<file path="src/rtl/bclk_pkg.sv">
package bclk_pkg;

    localparam int HB_CODE_W    = 4;
    localparam int PB_CODE_W    = 3;
    localparam int HB_SHIFT_MAX = 9;
    localparam int PB_SHIFT_MAX = 4;
    localparam int HB_CNT_W     = HB_SHIFT_MAX;
    localparam int PB_CNT_W     = PB_SHIFT_MAX;
    localparam int HB_SH_W      = $clog2(HB_SHIFT_MAX + 1);
    localparam int PB_SH_W      = $clog2(PB_SHIFT_MAX + 1);

    typedef struct packed {
        logic [HB_CNT_W-1:0] cnt;
    } hb_state_t;

    typedef struct packed {
        logic [PB_CNT_W-1:0] cnt;
        logic [PB_SH_W-1:0]  sh;
    } pb_state_t;

    // log2 of the high-speed ratio; the step to 32 is skipped
    function automatic logic [HB_SH_W-1:0] hb_shift(input logic [HB_CODE_W-1:0] c);
        logic [HB_SH_W-1:0] idx;
        idx = HB_SH_W'(c[HB_CODE_W-2:0]);
        if (!c[HB_CODE_W-1])
            return '0;
        return (idx < HB_SH_W'(4)) ? idx + HB_SH_W'(1) : idx + HB_SH_W'(2);
    endfunction

    // log2 of the peripheral ratio
    function automatic logic [PB_SH_W-1:0] pb_shift(input logic [PB_CODE_W-1:0] c);
        if (!c[PB_CODE_W-1])
            return '0;
        return PB_SH_W'(c[PB_CODE_W-2:0]) + PB_SH_W'(1);
    endfunction

endpackage

</file>
<file path="src/rtl/bclk_hb_div.sv">
module bclk_hb_div
    import bclk_pkg::*;
#(
    parameter int CODE_W = HB_CODE_W,
    parameter int CNT_W  = HB_CNT_W
) (
    input  logic              clk,
    input  logic              rst_n,
    input  logic [CODE_W-1:0] code,
    output logic              en
);

    hb_state_t st_d, st_q;
    logic [HB_SH_W-1:0] sh;

    always_comb begin
        st_d = st_q;
        sh   = hb_shift(code);
        en   = (st_q.cnt == '0);
        if (en)
            st_d.cnt = ~({CNT_W{1'b1}} << sh);
        else
            st_d.cnt = st_q.cnt - 1'b1;
    end

    always_ff @(posedge clk or negedge rst_n) begin
        if (!rst_n)
            st_q <= '0;
        else
            st_q <= st_d;
    end

endmodule

</file>
<file path="src/rtl/bclk_pb_div.sv">
module bclk_pb_div
    import bclk_pkg::*;
#(
    parameter int CODE_W = PB_CODE_W,
    parameter int CNT_W  = PB_CNT_W
) (
    input  logic              clk,
    input  logic              rst_n,
    input  logic              tick,
    input  logic [CODE_W-1:0] code,
    output logic              en,
    output logic              tmr_en
);

    localparam logic [CNT_W-1:0] ONE = CNT_W'(1);

    pb_state_t st_d, st_q;
    logic [CNT_W-1:0] half;
    logic             at_zero;

    always_comb begin
        st_d    = st_q;
        at_zero = (st_q.cnt == '0);
        half    = (st_q.sh != '0) ? (ONE << (st_q.sh - 1'b1)) : '0;
        en      = tick && at_zero;
        tmr_en  = tick && (at_zero || ((st_q.sh != '0) && (st_q.cnt == half)));
        if (tick) begin
            if (at_zero) begin
                st_d.sh  = pb_shift(code);
                st_d.cnt = ~({CNT_W{1'b1}} << st_d.sh);
            end else begin
                st_d.cnt = st_q.cnt - 1'b1;
            end
        end
    end

    always_ff @(posedge clk or negedge rst_n) begin
        if (!rst_n)
            st_q <= '0;
        else
            st_q <= st_d;
    end

endmodule

</file>
<file path="src/rtl/bclk_chain.sv">
module bclk_chain
    import bclk_pkg::*;
#(
    parameter int N_PB = 2
) (
    input  logic                 clk,
    input  logic                 rst_n,
    input  logic [HB_CODE_W-1:0] hb_code,
    input  logic [PB_CODE_W-1:0] pb0_code,
    input  logic [PB_CODE_W-1:0] pb1_code,
    output logic                 hb_en,
    output logic                 pb0_en,
    output logic                 pb1_en,
    output logic                 tm0_en,
    output logic                 tm1_en
);

    logic [N_PB-1:0][PB_CODE_W-1:0] pcode;
    logic [N_PB-1:0]                pen;
    logic [N_PB-1:0]                ten;

    assign pcode = {pb1_code, pb0_code};

    bclk_hb_div u_hb (
        .clk  (clk),
        .rst_n(rst_n),
        .code (hb_code),
        .en   (hb_en)
    );

    for (genvar g = 0; g < N_PB; g++) begin : g_pb
        bclk_pb_div u_pb (
            .clk   (clk),
            .rst_n (rst_n),
            .tick  (hb_en),
            .code  (pcode[g]),
            .en    (pen[g]),
            .tmr_en(ten[g])
        );
    end

    assign pb0_en = pen[0];
    assign pb1_en = pen[1];
    assign tm0_en = ten[0];
    assign tm1_en = ten[1];

endmodule

</file>
<file path="config.mk">
export PLATFORM = sky130hd
export DESIGN_NAME = bclk_chain
export DESIGN_NICKNAME = d
export VERILOG_FILES = /design/src/rtl/bclk_pkg.sv /design/src/rtl/bclk_hb_div.sv /design/src/rtl/bclk_pb_div.sv /design/src/rtl/bclk_chain.sv
export SDC_FILE = /design/constraint.sdc
export NUM_CORES = 1
export LEC_CHECK = 0
export BUFFER_PORTS_ARGS = -buffer_cell sky130_fd_sc_hd__buf_4
export CORE_MARGIN = 8
export CORE_UTILIZATION = 40
export CTS_CLUSTER_DIAMETER = 50
export DETAILED_ROUTE_END_ITERATION = 10
export PLACE_DENSITY_LB_ADDON = 0.1
export SYNTH_ARGS = -nofsm -noshare
export SYNTH_HDL_FRONTEND = slang
export SYNTH_SLANG_ARGS = --single-unit
export TNS_END_PERCENT = 30
</file>
<file path="constraint.sdc">
create_clock -name clk -period 3 [get_ports clk]
set_input_delay 0.3 -clock clk [delete_from_list [all_inputs] [get_ports clk]]
set_output_delay 0.3 -clock clk [all_outputs]
set_load 0.03 [all_outputs]
</file>
==> flow_summary_export.csv, run 1 <==
group,metric,value,unit
run_status,status,"completed",
route,vias,1351,
cells_and_area,seq_area,576,sq um
synthesis,synth_area,1570,sq um
critical_path,cp_slowest_cell,"or4_4",
route,drcViolationCount,0,
cells_and_area,num-fill-cells,368,
grt,gr-total-overflow,0,
synthesis,synthTopCellsByArea,"dfrtp_1 37%, ha_1 4.8%, a21oi_1 3.5%",
place,hpwl,2.67,mm
power,power_frac_seq,0.514,
floorplanning,core,3720,sq um
floorplanning,ios,17,
power,power_leakage,0.813,nW
route,firstDrtPassIters,4,
synthesis,synth_area_per_cell,9.36,sq um
power,pwr_density_cell,527,nW/um^2
critical_path,path_cells,"inv_1 -> ha_1 -> or3b_4 -> or4_4 -> clkinv_8 -> nand2_2 -> inv_1 -> buf_4",
power,switching_power,0.000329,W
critical_path,crit_top_cell,"inv_1",
place,dpl_cell_area,1720,sq um
power,clkPwrFrac,0.210,
place,place_inst,227,
critical_path,cp-end-kind,"output pin",
floorplanning,row_count,22,
timing,finalCritPeriodShare,0.928,
route,drt_iter0_drc,54,
synthesis,synth_edf_count,0,
clock_tree,cts_setup_buffers,0,
timing,slew_violations,0,
timing,max_freq,359,MHz
place,gp_congestion,0.790,
cells_and_area,diodes,0,
synthesis,synth_top_cell_by_area,"dfrtp_1",
timing,setup_viol,0,
floorplanning,die_h,78.7,um
critical_path,critPathMaxFanout,18,
grt,grt_max_degree,24,
clock_tree,clockRootBuffer,"clkbuf_8",
cells_and_area,mostFrequentLayoutCell,"dfrtp_1",
critical_path,critPathLaunchType,"flip-flop",
grt,grt_use_met3,0.0293,
clock_tree,clk_pin_slew_worst_paths,0.09,ns
floorplanning,start_util,0.423,
critical_path,path_buf_inv,4,
grt,grt_use_total,0.118,
clock_tree,cts_sinks,23,
critical_path,critical-path-max-stage-delay,0.64,ns
critical_path,path_delay_family,"simple AND/OR/NAND/NOR gates",
run,drv_cap,0,
grt,grt_pass1_wl,6.00,mm
clock_tree,clock_latency,0.27,ns
grt,grt_use_met1,0.143,
route,wl_per_cell,15.4,um
grt,grt_busiest_layer,"met2",
route,via_per_inst,5.82,
clock_tree,cts_tree,"yes",
timing,rsz0062_at_grt,"no",
critical_path,critPathArrivalTime,2.49,ns
cells_and_area,layout-drive-gt1-share,0.174,
critical_path,path_class,"reg2out",
synthesis,ys_seq_area_frac,0.366,
grt,grt_pass1_vias,1353,
power,p_comb_frac,0.276,
clock_tree,cts_resized,0,
cells_and_area,layout_common_cells,"23 x dfrtp_1, 17 x buf_4, 13 x inv_1",
synthesis,synth_cell_types,53,
synthesis,async_flop_share,1.00,
synthesis,synth_top_area_frac,0.366,
synthesis,synthCells,168,
timing,final_hold_viol_count,0,
cells_and_area,final_area,1780,sq um
synthesis,synth_ff_type,"dfrtp_1",
timing,fin_crit,2.79,ns
place,numPortBuffers,16,
timing,worst_slew_pin_slew,0.528,ns
grt,use_met2,0.196,
synthesis,synth-seq-cells,23,
power,sw_frac_of_total,0.351,
timing,finClkSkew,0.00542,ns
clock_tree,cts.path.max_buffers,2,
grt,antenna_found_initial,0,
worst_hold_path,min_path_type,"in2reg",
floorplanning,die_area,6190,sq um
timing,setup_tns,0,ns
floorplanning,dieWidth,78.7,um
timing,fin_ws,0.215,ns
cells_and_area,area_delta_synth_final,12.9,%
clock_tree,htreeDepth,1,
route,wl,3.57,mm
timing,relSlewSlack,0.646,
cells_and_area,layout.cells.non_filler,232,
power,p_int,0.000607,W
route,postRouteAntennaNets,0,
clock_tree,cts_buffers,3,
critical_path,crit_required,2.70,ns
synthesis,syn_nets,186,
place,post-place-ws,0.514,ns
power,ir_worst_vdd,0.280,mV
cells_and_area,multi_input_area,891,sq um
cells_and_area,nNetsFinal,203,
synthesis,yosysWarnings,0,
[worst min-delay path: stages]
cell	delay (ns)
buf_4	0.09
nand2b_1	0.10
mux2i_1	0.06
[worst paths after layout]
kind                       cells after the start  slack (ns)                    to          from
hold / removal                                 3        0.32  g_pb[1].u_pb.st_q[0]   pb1_code[0]
min in group asynchronous                      2        0.46  g_pb[0].u_pb.st_q[6]         rst_n
setup reg to reg                               7        0.58  g_pb[0].u_pb.st_q[0]  u_hb.st_q[0]
max in group asynchronous                      2        2.31          u_hb.st_q[1]         rst_n
hold reg to reg                                1        0.53          u_hb.st_q[0]  u_hb.st_q[0]
setup / recovery                               8        0.21                pb0_en  u_hb.st_q[0]
[routing by layer]
metal  part of all wire  vias up
met5                  0        -
met4              0.015        0
met3              0.046        5
li1                   -      650
met1               0.46      668
met2               0.48       28
[area by class of cell]
| cell class | count | area share |
|---|---|---|
| clock inverter | 1 | 0.00282 |
| sequential | 23 | 0.324 |
| tap | 48 | 0.0338 |
| multi-input combinational | 125 | 0.502 |
| clock buffer | 3 | 0.0233 |
| inverter | 14 | 0.0366 |
| timing repair buffer | 18 | 0.0775 |
[power by group through the flow]
stage	clock network (W)	registers, W	logic, W
after CTS	0.000204	0.000481	0.000259
after detailed placement	0	0.000486	0.000256
after floorplan	0	0.000457	0.000197
after global placement	0	0.000483	0.000248
after global routing	0.000216	0.000492	0.000296
final	0.000197	0.000481	0.000259
[metrics by stage]
stage | power (W) | hold slack, ns | utilization
after floorplan | 0.000654 | 0.00441 | -
after global placement | 0.000731 | 0.214 | 0.463
after detailed placement | 0.000742 | 0.219 | 0.463
after CTS | 0.000945 | 0.316 | 0.478
after global routing | 0.00100 | 0.329 | 0.478
final | 0.000936 | 0.322 | 0.478
[repair_timing]
item,CTS,global route
hold buffers,1,0
endpoints found under the setup margin,0,0
hold endpoints to repair,23,0
[cells by family after synthesis]
kind of cell	count (synthesis)	synth area share
AND/OR/NAND/NOR	62	0.240
AO/OA/AOI/OAI	48	0.215
flip-flops	23	0.366
buffers and inverters	20	0.0676
multiplexers	6	0.0469
adder cells (fa/ha/maj)	6	0.0477
XOR/XNOR	3	0.0167
[synthesized netlist by cell type (4+ instances only)]
cell and n:
nor2_1 11, a21oi_1 11, nand2_1 7, ha_1 6, o21ai_0 8, nor2b_1 5
dfrtp_1 23, inv_1 13, nor3_1 6, nand2b_1 5, nand4_1 4
[flip-flops by register name (all words and copies together), names as in the netlist]
| register | cells |
|---|---|
| g_pb.u_pb.st_q | 14 |
| u_hb.st_q | 9 |
No activity file was read; power rests on OpenSTA's default activity.
==> run 2, diff against run 1 <==
==> constraint.sdc (replaced) <==
create_clock -name clk -period 3 [get_ports clk]
set_input_delay 0.15 -clock clk [delete_from_list [all_inputs] [get_ports clk]]
set_output_delay 0.15 -clock clk [all_outputs]
set_load 0.03 [all_outputs]
==> flow_summary_export.csv, run 2 (synthesis gave the netlist of run 1 again) <==
group,metric,value,unit
timing,max_freq,379,MHz
timing,rsz0062_at_grt,"no",
timing,final_hold_viol_count,0,
cells_and_area,top_register,"g_pb.u_pb.st_q",
timing,fin_crit,2.64,ns
grt,antenna_found_initial,0,
place,hpwl,2.62,mm
clock_tree,clockRootBuffer,"clkbuf_8",
run_status,status,"completed",
grt,use_met2,0.186,
timing,finClkSkew,0.00475,ns
power,power_leakage,0.813,nW
critical_path,critPathMaxFanout,18,
critical_path,r2r-start,"u_hb.st_q[0]",
critical_path,rr_worst_depth,7,
timing,setup_viol,0,
grt,grt_max_degree,24,
timing,relSlewSlack,0.666,
cells_and_area,layout_common_cells,"23 x dfrtp_1, 17 x buf_4, 13 x inv_1",
critical_path,cp-end-kind,"output pin",
grt,grt_use_total,0.113,
worst_hold_path,hold_start,"hb_code[3]",
critical_path,critPathArrivalTime,2.49,ns
cells_and_area,nNetsFinal,203,
timing,fin_ws,0.364,ns
place,gp_congestion,0.765,
clock_tree,htreeDepth,1,
route,drcViolationCount,0,
clock_tree,cts_tree,"yes",
route,wl_per_cell,14.9,um
cells_and_area,largest_reg_flops,14,
grt,grt_pass1_wl,5.92,mm
timing,setup_tns,0,ns
clock_tree,clock_latency,0.26,ns
power,clkPwrFrac,0.208,
power,p_int,0.000606,W
cells_and_area,reg_top3,"g_pb.u_pb.st_q: 14 flops, u_hb.st_q: 9 flops",
timing,finalCritPeriodShare,0.879,
place,place_inst,227,
critical_path,crit_required,2.85,ns
route,drt_iter0_drc,112,
clock_tree,cts_buffers,3,
timing,holdWs,0.172,ns
critical_path,startpoint,"u_hb.st_q[0]",
critical_path,path_class,"reg2out",
cells_and_area,diodes,0,
power,p_comb_frac,0.273,
grt,grt_use_met1,0.144,
run,drv_cap,0,
critical_path,cp-endpoint,"pb0_en",
cells_and_area,mostFrequentLayoutCell,"dfrtp_1",
grt,grt_busiest_layer,"met2",
grt,grt_use_met3,0.0270,
route,via_per_inst,5.56,
grt,grt_pass1_vias,1316,
place,post-place-ws,0.613,ns
power,switching_power,0.000325,W
floorplanning,dieWidth,78.7,um
clock_tree,cts_resized,0,
cells_and_area,layout-drive-gt1-share,0.174,
clock_tree,cts.path.max_buffers,2,
clock_tree,cts_sinks,23,
floorplanning,core,3720,sq um
route,firstDrtPassIters,4,
critical_path,regToRegSetupSlack,0.59,ns
route,wl,3.46,mm
cells_and_area,layout.cells.non_filler,232,
power,power_frac_seq,0.520,
critical_path,r2r_end,"g_pb[0].u_pb.st_q[0]",
floorplanning,start_util,0.423,
floorplanning,row_count,22,
floorplanning,ios,17,
power,pwr_density_cell,524,nW/um^2
place,numPortBuffers,16,
timing,worst_slew_pin_slew,0.499,ns
worst_hold_path,min_path_type,"in2reg",
clock_tree,clk_pin_slew_worst_paths,0.09,ns
timing,slew_violations,0,
floorplanning,die_area,6190,sq um
grt,gr-total-overflow,0,
power,sw_frac_of_total,0.349,
floorplanning,die_h,78.7,um
route,postRouteAntennaNets,0,
route,vias,1290,
critical_path,critPathLaunchType,"flip-flop",
power,ir_worst_vdd,0.212,mV
cells_and_area,area_delta_synth_final,12.9,%
[run 2: cell counts in the layout (fill, tap and decap cells not counted)]
Identical to the previous run, type by type.
[run 2: worst min path at each step]
stage / to / cells after the start
after floorplan: g_pb[0].u_pb.st_q[0] / 0
after global placement: g_pb[0].u_pb.st_q[0] / 1
after detailed placement: g_pb[0].u_pb.st_q[1] / 1
after CTS: u_hb.st_q[1] / 3
after global routing: u_hb.st_q[2] / 3
final: u_hb.st_q[1] / 3
[run 2: repair_timing]
item,in CTS,in global routing
hold buffers,1,0
buffers inserted,0,0
hold endpoints to repair,23,0
[run 2: cell type report]
class | instances | area, sq um
well taps | 48 | 60.1
multi-input cells | 125 | 891
repair buffers | 18 | 138
inverters | 14 | 65.1
fillers | 361 | 1940
clock inverters | 1 | 5.00
flip-flops and latches | 23 | 576
clock buffers | 3 | 41.3
[run 2: worst max-delay path, cell delays in order, from the launching register on]
cell	delay [ns]
dfrtp_1	0.42
inv_1	0.08
ha_1	0.19
or3b_4	0.41
or4_4	0.63
clkinv_8	0.15
nand2_2	0.09
inv_1	0.09
buf_4	0.15
[run 2: power groups by stage]
stage | combinational, W | sequential [W] | clock [W]
detailed placement | 0.000250 | 0.000490 | 0
floorplan | 0.000197 | 0.000457 | 0
global placement | 0.000248 | 0.000483 | 0
CTS | 0.000255 | 0.000483 | 0.000198
global route | 0.000287 | 0.000498 | 0.000212
finish | 0.000254 | 0.000484 | 0.000193
[run 2: metal layers]
metal	wire length, um	vias up	share of wire
met2	1660	17	0.48
met3	142	2	0.041
met4	19	0	0.0055
met5	0	-	0
li1	-	657	-
met1	1630	614	0.47
[run 2: per-stage QoR]
step | instance area [sq um] | power, W | utilization
after floorplan | 1570 | 0.000654 | -
after global placement | 1720 | 0.000731 | 0.463
after detailed placement | 1720 | 0.000740 | 0.463
after CTS | 1780 | 0.000936 | 0.478
after global routing | 1780 | 0.000997 | 0.478
final | 1780 | 0.000931 | 0.478
==> run 3, diff against run 2 <==
--- a/config.mk
+++ b/config.mk
@@ -7,10 +7,11 @@
 export LEC_CHECK = 0
 export BUFFER_PORTS_ARGS = -buffer_cell sky130_fd_sc_hd__buf_4
 export CORE_MARGIN = 8
-export CORE_UTILIZATION = 40
+export CORE_UTILIZATION = 35
 export CTS_CLUSTER_DIAMETER = 50
 export DETAILED_ROUTE_END_ITERATION = 10
 export PLACE_DENSITY_LB_ADDON = 0.1
+export SETUP_SLACK_MARGIN = 0.2
 export SYNTH_ARGS = -nofsm -noshare
 export SYNTH_HDL_FRONTEND = slang
 export SYNTH_SLANG_ARGS = --single-unit
==> flow_summary_export.csv, run 3 (synthesis gave the netlist of run 1 again) <==
group,metric,value,unit
route,drt_iter0_drc,92,
timing,setup_viol,0,
grt,antenna_found_initial,0,
critical_path,r2r-start,"u_hb.st_q[0]",
cells_and_area,layout_common_cells,"23 x dfrtp_1, 17 x buf_4, 13 x inv_1",
timing,slew_violations,0,
timing,relSlewSlack,0.651,
place,hpwl,2.70,mm
place,place_inst,231,
cells_and_area,layout-drive-gt1-share,0.168,
worst_hold_path,hold_end,"g_pb[1].u_pb.st_q[0]",
critical_path,cp-end-kind,"output pin",
place,post-place-ws,0.607,ns
timing,rsz0062_at_grt,"no",
grt,gr-total-overflow,0,
cells_and_area,multi_input_area,891,sq um
timing,finClkSkew,0.00521,ns
power,finalPower,0.000935,W
clock_tree,hold_buffers,1,
timing,max_freq,378,MHz
timing,fin_crit,2.64,ns
clock_tree,cts.path.max_buffers,2,
critical_path,path_class,"reg2out",
clock_tree,clockRootBuffer,"clkbuf_8",
cells_and_area,nNetsFinal,203,
route,firstDrtPassIters,4,
floorplanning,dieWidth,83.0,um
timing,finalCritPeriodShare,0.881,
run_status,status,"completed",
critical_path,r2r_end,"g_pb[0].u_pb.st_q[0]",
clock_tree,cts_tree,"yes",
cells_and_area,seq_area,576,sq um
cells_and_area,largest_reg_flops,14,
clock_tree,cts_sinks,23,
timing,setup_tns,0,ns
floorplanning,die_area,6890,sq um
place,dpl_cell_area,1720,sq um
clock_tree,clk_pin_slew_worst_paths,0.09,ns
route,vias,1306,
cells_and_area,layout.cells.non_filler,236,
cells_and_area,area_delta_synth_final,13.1,%
place,numPortBuffers,16,
route,via_per_inst,5.53,
place,gp_congestion,0.778,
critical_path,crit_required,2.85,ns
critical_path,rr_worst_depth,7,
clock_tree,cts_resized,0,
route,postRouteAntennaNets,0,
floorplanning,ios,17,
floorplanning,row_count,24,
grt,grt_pass1_vias,1242,
worst_hold_path,whs_path_depth,3,
cells_and_area,diodes,0,
route,wl_per_cell,15.3,um
cells_and_area,num-fill-cells,438,
worst_hold_path,min_path_type,"in2reg",
worst_hold_path,hold_start,"pb1_code[0]",
timing,worst_slew_pin_slew,0.521,ns
route,wl,3.61,mm
clock_tree,clock_latency,0.26,ns
critical_path,critPathLaunchType,"flip-flop",
floorplanning,die_h,83.0,um
timing,final_hold_viol_count,0,
critical_path,critPathMaxFanout,18,
cells_and_area,final_area,1780,sq um
power,ir_worst_vdd,0.207,mV
critical_path,critPathArrivalTime,2.49,ns
route,drcViolationCount,0,
power,power_leakage,0.810,nW
clock_tree,htreeDepth,1,
timing,fin_ws,0.358,ns
cells_and_area,reg_top3,"g_pb.u_pb.st_q: 14 flops, u_hb.st_q: 9 flops",
grt,grt_use_total,0.101,
grt,grt_max_degree,24,
run,drv_cap,0,
grt,grt_pass1_wl,6.00,mm
power,pwr_density_cell,526,nW/um^2
clock_tree,cts_buffers,3,
floorplanning,core,4350,sq um
floorplanning,start_util,0.361,
cells_and_area,mostFrequentLayoutCell,"dfrtp_1",
cells_and_area,top_register,"g_pb.u_pb.st_q",
clock_tree,cts_setup_buffers,0,
critical_path,regToRegSetupSlack,0.58,ns
-- run 3: layer usage --
metal	track usage	vias to the layer above	routed length (um)
met5	0	-	0
met4	0.0288	0	19
met3	0.0146	2	68
met2	0.167	20	1710
met1	0.133	626	1810
li1	-	658	-
-- run 3: per-stage QoR --
stage | util | hold WS, ns
CTS | 0.409 | 0.155
global route | 0.409 | 0.188
floorplan | - | -0.146
global placement | 0.396 | 0.0679
detailed placement | 0.396 | 0.0743
finish | 0.409 | 0.158
-- run 3: power breakdown --
group / switching, W / internal [W]
clock: 0.000105 / 0.0000948
combinational: 0.000123 / 0.000129
sequential: 0.0000997 / 0.000385
-- run 3: cell type report --
type | count | area share
multi-input combinational | 125 | 0.501
sequential | 23 | 0.323
timing repair buffer | 18 | 0.0774
inverter | 14 | 0.0366
tap | 52 | 0.0366
clock buffer | 4 | 0.0253
-- run 3: worst max-delay path, cell delays in order (launching register included) --
cell      delay, ns
dfrtp_1        0.43
inv_1          0.07
ha_1           0.19
or3b_4         0.42
or4_4          0.63
clkinv_8       0.15
nand2_2        0.09
inv_1          0.09
buf_4          0.16
-- run 3: how the worst max path moves through the flow --
stage	start	to	slack (ns)	cells past startpoint
6_report	u_hb.st_q[0]	pb0_en	0.36	8
5_1_grt	u_hb.st_q[0]	pb0_en	0.25	8
4_1_cts	u_hb.st_q[0]	pb0_en	0.36	8
3_5_place_dp	u_hb.st_q[0]	g_pb[0].u_pb.st_q[0]	0.61	7
3_3_place_gp	u_hb.st_q[0]	g_pb[0].u_pb.st_q[0]	0.67	7
2_1_floorplan	u_hb.st_q[0]	tm1_en	0.36	7
